## src/rtl/bl_pkg.sv

```systemverilog
package bl_pkg;
  localparam int XW   = 3;
  localparam int YW   = 3;
  localparam int AGEW = 8;
  localparam int DW   = 128;
  localparam int HW   = 1 + XW + YW + AGEW;   // header incl. valid
  localparam int FW   = HW + DW;
  localparam int NNB  = 4;                    // neighbour links
  localparam int NIN  = NNB + 1;              // plus local injection
  localparam int NOUT = NNB + 1;              // plus local ejection
  localparam int RW   = $clog2(NIN);
  localparam int PN   = 0;
  localparam int PE   = 1;
  localparam int PS   = 2;
  localparam int PW   = 3;
  localparam int PL   = 4;

  typedef struct packed {
    logic            valid;
    logic [XW-1:0]   dx;
    logic [YW-1:0]   dy;
    logic [AGEW-1:0] age;
    logic [DW-1:0]   data;
  } flit_t;
endpackage

```

## src/rtl/bl_route_calc.sv

```systemverilog
module bl_route_calc
  import bl_pkg::*;
#(
  parameter int unsigned MY_X = 3,
  parameter int unsigned MY_Y = 3
) (
  input  logic           valid,
  input  logic [XW-1:0]  dx,
  input  logic [YW-1:0]  dy,
  output logic [NNB-1:0] prod,
  output logic           here
);
  localparam logic [XW-1:0] MX = XW'(MY_X);
  localparam logic [YW-1:0] MY = YW'(MY_Y);

  always_comb begin
    prod     = '0;
    prod[PN] = valid && (dy > MY);
    prod[PE] = valid && (dx > MX);
    prod[PS] = valid && (dy < MY);
    prod[PW] = valid && (dx < MX);
    here     = valid && (dx == MX) && (dy == MY);
  end
endmodule

```

## src/rtl/bl_rank.sv

```systemverilog
module bl_rank
  import bl_pkg::*;
(
  input  logic [NIN-1:0]           vld,
  input  logic [NIN-1:0][AGEW-1:0] age,
  output logic [NIN-1:0][RW-1:0]   rank
);
  // beat[i][j]: flit j is ranked ahead of flit i
  logic [NIN-1:0] beat [NIN];

  for (genvar i = 0; i < NIN; i++) begin : g_row
    for (genvar j = 0; j < NIN; j++) begin : g_col
      if (i == j) begin : g_self
        assign beat[i][j] = 1'b0;
      end else if (j < i) begin : g_pri
        assign beat[i][j] = vld[j] && (age[j] >= age[i]);
      end else begin : g_sub
        assign beat[i][j] = vld[j] && (age[j] > age[i]);
      end
    end
    assign rank[i] = RW'($countones(beat[i]));
  end
endmodule

```

## src/rtl/bl_port_alloc.sv

```systemverilog
module bl_port_alloc
  import bl_pkg::*;
(
  input  logic            req,
  input  logic [NNB-1:0]  prod,
  input  logic            here,
  input  logic [NOUT-1:0] free_in,
  output logic [NOUT-1:0] grant,
  output logic            defl,
  output logic [NOUT-1:0] free_out
);
  logic [NNB-1:0] avail;
  logic [NNB-1:0] nb_free;

  always_comb begin
    nb_free = free_in[NNB-1:0];
    avail   = prod & nb_free;
    grant   = '0;
    defl    = 1'b0;
    if (req) begin
      if (here && free_in[PL]) begin
        grant[PL] = 1'b1;
      end else if (|avail) begin
        grant[NNB-1:0] = avail & (~avail + NNB'(1));
      end else begin
        grant[NNB-1:0] = nb_free & (~nb_free + NNB'(1));
        defl           = 1'b1;
      end
    end
    free_out = free_in & ~grant;
  end
endmodule

```

## src/rtl/bl_defl_router.sv

```systemverilog
module bl_defl_router
  import bl_pkg::*;
#(
  parameter int unsigned MY_X = 3,
  parameter int unsigned MY_Y = 3
) (
  input  logic          clk,
  input  logic          rst_n,
  input  logic [FW-1:0] in_n,
  input  logic [FW-1:0] in_e,
  input  logic [FW-1:0] in_s,
  input  logic [FW-1:0] in_w,
  input  logic [FW-2:0] inj_flit,
  input  logic          inj_valid,
  output logic          inj_ready,
  output logic [FW-1:0] out_n,
  output logic [FW-1:0] out_e,
  output logic [FW-1:0] out_s,
  output logic [FW-1:0] out_w,
  output logic [FW-1:0] out_ej,
  output logic [NNB-1:0] out_defl
);
  localparam logic [XW-1:0] MX = XW'(MY_X);
  localparam logic [YW-1:0] MY = YW'(MY_Y);

  // ---------------- reset release synchroniser
  logic [1:0] rst_sync_q;
  logic       core_rst_n;

  always_ff @(posedge clk or negedge rst_n) begin
    if (!rst_n) rst_sync_q <= '0;
    else        rst_sync_q <= {rst_sync_q[0], 1'b1};
  end
  assign core_rst_n = rst_sync_q[1];

  // ---------------- injection gate
  logic [NNB-1:0] nb_valid;
  logic           inj_take;

  assign nb_valid  = {in_w[FW-1], in_s[FW-1], in_e[FW-1], in_n[FW-1]};
  assign inj_ready = core_rst_n & ~(&nb_valid);
  assign inj_take  = inj_valid & inj_ready;

  logic [NIN-1:0][FW-1:0] arr_in;
  assign arr_in = {{inj_take, inj_flit}, in_w, in_s, in_e, in_n};

  // ---------------- stage 1: route computation
  logic [NIN-1:0][NNB-1:0] rc_prod;
  logic [NIN-1:0]          rc_here;

  for (genvar i = 0; i < NIN; i++) begin : g_rc
    bl_route_calc #(.MY_X(MY_X), .MY_Y(MY_Y)) u_rc (
      .valid (arr_in[i][FW-1]),
      .dx    (arr_in[i][FW-2 -: XW]),
      .dy    (arr_in[i][FW-2-XW -: YW]),
      .prod  (rc_prod[i]),
      .here  (rc_here[i])
    );
  end

  logic [NIN-1:0][HW-1:0]  s1_hdr_d, s1_hdr_q;
  logic [NIN-1:0][DW-1:0]  s1_dat_q;
  logic [NIN-1:0][NNB-1:0] s1_prod_q;
  logic [NIN-1:0]          s1_here_q;
  logic [NIN-1:0]          s1_den;

  always_comb begin
    for (int i = 0; i < NIN; i++) begin
      s1_den[i]   = arr_in[i][FW-1];
      s1_hdr_d[i] = s1_den[i] ? arr_in[i][FW-1 -: HW] : '0;
    end
  end

  always_ff @(posedge clk or negedge core_rst_n) begin
    if (!core_rst_n) begin
      s1_hdr_q  <= '0;
      s1_prod_q <= '0;
      s1_here_q <= '0;
    end else begin
      s1_hdr_q  <= s1_hdr_d;
      s1_prod_q <= rc_prod;
      s1_here_q <= rc_here;
    end
  end

  // payload only loads when a flit is present
  always_ff @(posedge clk) begin
    for (int i = 0; i < NIN; i++) begin
      if (s1_den[i]) s1_dat_q[i] <= arr_in[i][DW-1:0];
    end
  end

  // ---------------- stage 2: rank, allocate, traverse
  logic [NIN-1:0]           s1_vld;
  logic [NIN-1:0][AGEW-1:0] s1_age;
  logic [NIN-1:0][RW-1:0]   s1_rank;

  always_comb begin
    for (int i = 0; i < NIN; i++) begin
      s1_vld[i] = s1_hdr_q[i][HW-1];
      s1_age[i] = s1_hdr_q[i][AGEW-1:0];
    end
  end

  bl_rank u_rank (.vld(s1_vld), .age(s1_age), .rank(s1_rank));

  logic [NIN-1:0]  sel     [NIN];
  logic            st_req  [NIN];
  logic [NNB-1:0]  st_prod [NIN];
  logic            st_here [NIN];
  logic [NOUT-1:0] st_grant[NIN];
  logic            st_defl [NIN];
  logic [NOUT-1:0] free_ch [NIN+1];

  always_comb begin
    for (int r = 0; r < NIN; r++) begin
      st_req[r]  = 1'b0;
      st_prod[r] = '0;
      st_here[r] = 1'b0;
      for (int i = 0; i < NIN; i++) begin
        sel[r][i] = s1_vld[i] && (s1_rank[i] == RW'(r));
        if (sel[r][i]) begin
          st_req[r]  = 1'b1;
          st_prod[r] = st_prod[r] | s1_prod_q[i];
          st_here[r] = st_here[r] | s1_here_q[i];
        end
      end
    end
  end

  assign free_ch[0] = '1;

  for (genvar r = 0; r < NIN; r++) begin : g_alloc
    bl_port_alloc u_pa (
      .req      (st_req[r]),
      .prod     (st_prod[r]),
      .here     (st_here[r]),
      .free_in  (free_ch[r]),
      .grant    (st_grant[r]),
      .defl     (st_defl[r]),
      .free_out (free_ch[r+1])
    );
  end

  logic [NOUT-1:0]          flit_grant [NIN];
  logic [NOUT-1:0][FW-1:0]  out_d, out_q;
  logic [NNB-1:0]           defl_d, defl_q;

  always_comb begin
    for (int i = 0; i < NIN; i++) begin
      flit_grant[i] = '0;
      for (int r = 0; r < NIN; r++) begin
        if (sel[r][i]) flit_grant[i] = flit_grant[i] | st_grant[r];
      end
    end
    for (int o = 0; o < NOUT; o++) begin
      out_d[o] = '0;
      for (int i = 0; i < NIN; i++) begin
        if (flit_grant[i][o]) out_d[o] = out_d[o] | {s1_hdr_q[i], s1_dat_q[i]};
      end
    end
    for (int o = 0; o < NNB; o++) begin
      defl_d[o] = 1'b0;
      for (int r = 0; r < NIN; r++) begin
        defl_d[o] = defl_d[o] | (st_grant[r][o] & st_defl[r]);
      end
    end
  end

  always_ff @(posedge clk or negedge core_rst_n) begin
    if (!core_rst_n) begin
      out_q  <= '0;
      defl_q <= '0;
    end else begin
      out_q  <= out_d;
      defl_q <= defl_d;
    end
  end

  assign out_n    = out_q[PN];
  assign out_e    = out_q[PE];
  assign out_s    = out_q[PS];
  assign out_w    = out_q[PW];
  assign out_ej   = out_q[PL];
  assign out_defl = defl_q;

  // ---------------- assertions
  int s1_cnt, out_cnt, grant_cnt;
  logic [NOUT-1:0] grant_union;

  always_comb begin
    s1_cnt      = $countones(s1_vld);
    out_cnt     = 0;
    grant_union = '0;
    for (int o = 0; o < NOUT; o++) out_cnt = out_cnt + int'(out_q[o][FW-1]);
    for (int i = 0; i < NIN; i++) grant_union = grant_union | flit_grant[i];
    grant_cnt   = $countones(grant_union);
  end

  a_r1_conserve: assert property (@(posedge clk) disable iff (!core_rst_n)
    $past(core_rst_n) |-> (out_cnt == $past(s1_cnt)));

  a_r7_slot_cap: assert property (@(posedge clk) disable iff (!core_rst_n)
    s1_cnt <= NNB);

  a_r6_eject_here: assert property (@(posedge clk) disable iff (!core_rst_n)
    out_q[PL][FW-1] |-> (out_q[PL][FW-2 -: XW] == MX && out_q[PL][FW-2-XW -: YW] == MY));

  a_r1_no_collision: assert property (@(posedge clk) disable iff (!core_rst_n)
    grant_cnt == s1_cnt);

  a_r4_oldest_productive: assert property (@(posedge clk) disable iff (!core_rst_n)
    (st_req[0] && (|st_prod[0])) |-> !st_defl[0]);

  for (genvar i = 0; i < NIN; i++) begin : g_chk
    a_r1_each_placed: assert property (@(posedge clk) disable iff (!core_rst_n)
      s1_vld[i] |-> $onehot(flit_grant[i]));
    a_r1_idle_unplaced: assert property (@(posedge clk) disable iff (!core_rst_n)
      !s1_vld[i] |-> (flit_grant[i] == '0));
  end
endmodule

```

## config.mk

```make
export PLATFORM = sky130hd
export DESIGN_NAME = bl_defl_router
export DESIGN_NICKNAME = d
export VERILOG_FILES = /design/src/rtl/bl_pkg.sv /design/src/rtl/bl_route_calc.sv /design/src/rtl/bl_rank.sv /design/src/rtl/bl_port_alloc.sv /design/src/rtl/bl_defl_router.sv
export SDC_FILE = /design/constraint.sdc
export NUM_CORES = 2
export LEC_CHECK = 0
export ABC_AREA = 1
export BUFFER_PORTS_ARGS = -buffer_cell sky130_fd_sc_hd__buf_2
export CAP_MARGIN = 20
export CORE_AREA = 2 2 562 564
export DETAILED_ROUTE_END_ITERATION = 10
export DIE_AREA = 0 0 564 566
export SLEW_MARGIN = 25
export SYNTH_ARGS = -nofsm -noshare
export SYNTH_HDL_FRONTEND = slang
export SYNTH_SLANG_ARGS = --single-unit
```

## constraint.sdc

```tcl
create_clock -name clk -period 66.5 [get_ports clk]
set_input_delay 3.325 -clock clk [delete_from_list [all_inputs] [get_ports clk]]
set_output_delay 3.325 -clock clk [all_outputs]
set_load 0.05 [all_outputs]
```

==> flow_metrics.env <==
export IMPL_drt_wirelength_per_cell_um=28.82
export IMPL_floorplan_die_height_um=566
export IMPL_required_ps=67180
export IMPL_synthCells=9082
export IMPL_worst_r2r_endpoint="out_s[93]"
export IMPL_cts_repair_timing_setup_buffer_count=0
export IMPL_cpPeakStageDelay_ps=930
export IMPL_slew_limit_headroom_pct=7.888
export IMPL_grt_antenna_before_repair=117
export IMPL_critical_path_peak_fanout=87
export IMPL_power_switching_share_pct=46.82
export IMPL_count_leader_synth="sky130_fd_sc_hd__nand2_1"
export IMPL_pre_cts_slack_ps=57360
export IMPL_crit_path_frequent_cell="sky130_fd_sc_hd__nand2_1"
export IMPL_post_cts_resized_instances=0
export IMPL_num_fill_cells=33560
export IMPL_clock_power_share_pct=28.2
export IMPL_drv_cap=0
export IMPL_grt_setup_unrepaired="no"
export IMPL_initial_core_util_pct=23.35
export IMPL_synthArstFlopShare_pct=56.16
export IMPL_tritoncts_clock_tree="done"
export IMPL_setup_viol_count_final=0
export IMPL_first_global_vias=67050
export IMPL_cts_root_buffer="sky130_fd_sc_hd__clkbuf_16"
export IMPL_flow_area_growth_from_synthesis_pct=24.88
export IMPL_max_clock_freq_ghz=0.1084
export IMPL_sequentialPowerShare_pct=32.7
export IMPL_cts_buffers=180
export IMPL_synthFlopType="sky130_fd_sc_hd__dfrtp_1"
export IMPL_timing_worst_setup_path_type="flip-flop to flip-flop"
export IMPL_pin_count_of_the_biggest_net_entering_global_routing=88
export IMPL_ys_top_cells_by_area="sky130_fd_sc_hd__dfrtp_1 (28%), sky130_fd_sc_hd__edfxtp_1 (26%), sky130_fd_sc_hd__nand2_1 (19%)"
export IMPL_grt_util_all_layers_pct=25.75
export IMPL_cts_clk_slew_worst_paths_ps=60
export IMPL_final_report_max_slew_violation_count=0
export IMPL_mean_instance_size_in_the_synthesized_netlist_um2=8.059
export IMPL_final_hold_violation_count=0
export IMPL_die_area_um2=319200
export IMPL_cts_hold_buffers=0
export IMPL_cp_end_kind="flip-flop"
export IMPL_clock_latency_late_sink_ps=860
export IMPL_viasPerCell=4.907
export IMPL_timing_hold_worst_class="flip-flop to async pin"
export IMPL_synth_yosys_warnings=0
export IMPL_power_share_combinational_pct=39.0
export IMPL_period_minus_slack_ps=9222
export IMPL_gpl_congestion=0.9980
export IMPL_synthDominantCellAreaShare_pct=28.04
export IMPL_cts_max_level=4
export IMPL_clock_tree_buffer_depth=4
export IMPL_routed_wirelength_mm=427.7
export IMPL_dp_cells=14400
export IMPL_synthDominantAreaCellType="sky130_fd_sc_hd__dfrtp_1"
export IMPL_synth_enable_flop_cells=640
export IMPL_min_period_over_period_pct=13.87
export IMPL_final_hold_worst_slack_ps=276.9
export IMPL_drt_antenna_violating_nets=0
export IMPL_netlist_cell_type_count=59
export IMPL_chipWidth_um=564
export IMPL_ys_ff_latch=1460
export IMPL_post_layout_nonfiller_instances=14840
export IMPL_synth_cell_area_um2=73190
export IMPL_power_density_nw_per_um2=41.68
export IMPL_critPathBufInv=7
export IMPL_drive_above_1_share_pct=19.42
export IMPL_wire_length_of_the_first_global_routing_pass_mm=573.9
export IMPL_grt_overflow_total=0
export IMPL_drt_pass1_iter_count=9
export IMPL_setup_reg_to_reg_worst_slack_ps=57280
export IMPL_leakage_nw=47.18
export IMPL_postSynthNetCount=9895
export IMPL_net_switching_power_mw=1.783
export IMPL_rr_startpoint="s1_age[3]"
export IMPL_fp_row_count=206
export IMPL_core_region_area_um2=313400
export IMPL_timing_clock_skew_ps=68.52
export IMPL_p_int_mw=2.026
export IMPL_ir_worst_vdd_v=0.00003603
export IMPL_critical_path_top_delay_family="simple AND/OR/NAND/NOR gates"
export IMPL_ff2ff_path_depth=41
export IMPL_layout_setup_ws_ps=57280
export IMPL_vias=72830
export IMPL_outcome="complete, no violations"
export IMPL_post_dp_hpwl_mm=301.3
export IMPL_tns_ps=0
export IMPL_design_portCount=1437
export IMPL_synth_seq_area_share_pct=54.30
export IMPL_start_kind="flip-flop"
export IMPL_worst_path_max_delay_cell="sky130_fd_sc_hd__o21bai_4"
export IMPL_number_of_i_o_port_buffers=1436
export IMPL_clock_sinks=1460
export IMPL_tightest_slew_ps=1382
export IMPL_drc=0
export IMPL_drt_first_iter_violations=10990
export IMPL_post_synth_most_frequent_cells="sky130_fd_sc_hd__nand2_1 (3713), sky130_fd_sc_hd__nor2_1 (1081), sky130_fd_sc_hd__inv_1 (980)"
export IMPL_cp_arrival_ps=9900
export IMPL_nets=11240
area by class of cell:
cell class	count	area (um^2)	area share, %
Clock inverter	103	1401	1.533
Tap cell	4160	5205	5.695
Inverter	1014	3851	4.214
Multi-Input combinational cell	6205	27760	30.37
Timing Repair Buffer	1561	8227	9.001
Sequential cell	1460	39740	43.48
Clock buffer	228	4933	5.398
Antenna cell	110	275.3	0.3012
per-layer routing:
layer  GRT usage, %  up-vias  wire [um]
li1               -    31240          -
met1          32.62    34830     163900
met2          37.77     5629     180100
met3          8.523     1091      54170
met4          15.54       42      29150
met5              0        -        286
worst register-to-register path: cells and delay by family, from the launching register on:
family / cells / cell delay (ps)
compound gates: 8 / 2110
fa+ha+maj: 4 / 1360
flops: 1 / 440
buf+inv: 7 / 1010
simple gates: 22 / 4120
cells by family (layout without fill, tap and decap cells):
kind of cell	after synthesis	after routing	share of synthesized area (%)
AO/OA/AOI/OAI	948	948	8.162
adder cells (fa/ha/maj)	96	96	1.692
buffers and inverters	1417	2906	8.150
flip-flops	1460	1460	54.30
other	1	111	0.005124
AND/OR/NAND/NOR	5160	5160	27.70
power groups by stage:
stage | Clock, mW | Sequential (mW) | Combinational, mW
2_1_floorplan | 0 | 1.63 | 0.460
3_3_place_gp | 0 | 1.26 | 1.47
3_5_place_dp | 0 | 1.26 | 1.47
6_report | 1.08 | 1.25 | 1.49
5_1_grt | 1.12 | 1.25 | 1.56
4_1_cts | 1.09 | 1.24 | 1.47
through the flow:
stage                     utilization [%]  total power, mW  area, um^2
final                               29.16            3.809       91390
after floorplan                         -            2.086       73190
after global placement              27.04            2.730       84750
after detailed placement            27.04            2.725       84750
after global routing                29.13            3.938       91310
after CTS                           29.06            3.808       91090
flip-flops by register name, indices dropped and copies added, names as in the netlist:
| signal | count |
|---|---|
| out_s | 143 |
| out_defl | 4 |
| s1_hdr_q | 34 |
| s1_here_q | 5 |
| s1_prod_q | 20 |
| out_ej | 143 |
| s1_age | 40 |
| out_n | 143 |
| rst_sync_q | 2 |
| out_e | 143 |
| out_w | 143 |
| s1_dat_q | 640 |
cell usage in the layout (no fill, tap or decap), types with 8 or more instances in the layout:
| cell | netlist | layout |
|---|---|---|
| sky130_fd_sc_hd__edfxtp_1 | 640 | 640 |
| sky130_fd_sc_hd__nand2_2 | 87 | 80 |
| sky130_fd_sc_hd__clkinv_1 | 2 | 10 |
| sky130_fd_sc_hd__clkbuf_1 | 134 | 31 |
| sky130_fd_sc_hd__nand2_4 | 7 | 14 |
| sky130_fd_sc_hd__diode_2 | 0 | 110 |
| sky130_fd_sc_hd__nand4_1 | 21 | 21 |
| sky130_fd_sc_hd__clkbuf_8 | 0 | 10 |
| sky130_fd_sc_hd__o221ai_1 | 71 | 69 |
| sky130_fd_sc_hd__a22oi_1 | 97 | 97 |
| sky130_fd_sc_hd__inv_1 | 980 | 977 |
| sky130_fd_sc_hd__o21ai_0 | 345 | 345 |
| sky130_fd_sc_hd__inv_2 | 32 | 28 |
| sky130_fd_sc_hd__bufinv_16 | 0 | 28 |
| sky130_fd_sc_hd__a221oi_1 | 9 | 9 |
| sky130_fd_sc_hd__nand3_1 | 168 | 168 |
| sky130_fd_sc_hd__buf_2 | 184 | 1432 |
| sky130_fd_sc_hd__inv_8 | 0 | 8 |
| sky130_fd_sc_hd__buf_4 | 52 | 120 |
| sky130_fd_sc_hd__ha_1 | 91 | 91 |
| sky130_fd_sc_hd__nor2_2 | 9 | 9 |
| sky130_fd_sc_hd__clkinv_4 | 0 | 8 |
| sky130_fd_sc_hd__a21oi_1 | 183 | 180 |
| sky130_fd_sc_hd__nand3_2 | 12 | 12 |
| sky130_fd_sc_hd__o22ai_1 | 35 | 35 |
| sky130_fd_sc_hd__clkbuf_16 | 0 | 187 |
| sky130_fd_sc_hd__nor2_1 | 1081 | 1081 |
| sky130_fd_sc_hd__nor3_1 | 23 | 20 |
| sky130_fd_sc_hd__a221o_1 | 37 | 37 |
| sky130_fd_sc_hd__dfrtp_1 | 820 | 819 |
| sky130_fd_sc_hd__a21boi_1 | 60 | 60 |
| sky130_fd_sc_hd__a21boi_0 | 74 | 74 |
| sky130_fd_sc_hd__clkinv_2 | 0 | 30 |
| sky130_fd_sc_hd__nand2_1 | 3713 | 3706 |
| sky130_fd_sc_hd__inv_6 | 0 | 13 |
how the worst max path moves through the flow:
stage	cells after the start	to	slack, ps	from
after floorplan	0	out_defl[0]	41930	rst_sync_q[1]
after global placement	43	out_n[100]	57340	s1_age[2]
after detailed placement	43	out_n[100]	57360	s1_age[3]
after CTS	43	out_n[100]	57300	s1_age[3]
after global routing	42	out_n[110]	56720	s1_age[1]
final	41	out_s[93]	57280	s1_age[3]
No activity file was read; power rests on OpenSTA's default activity.
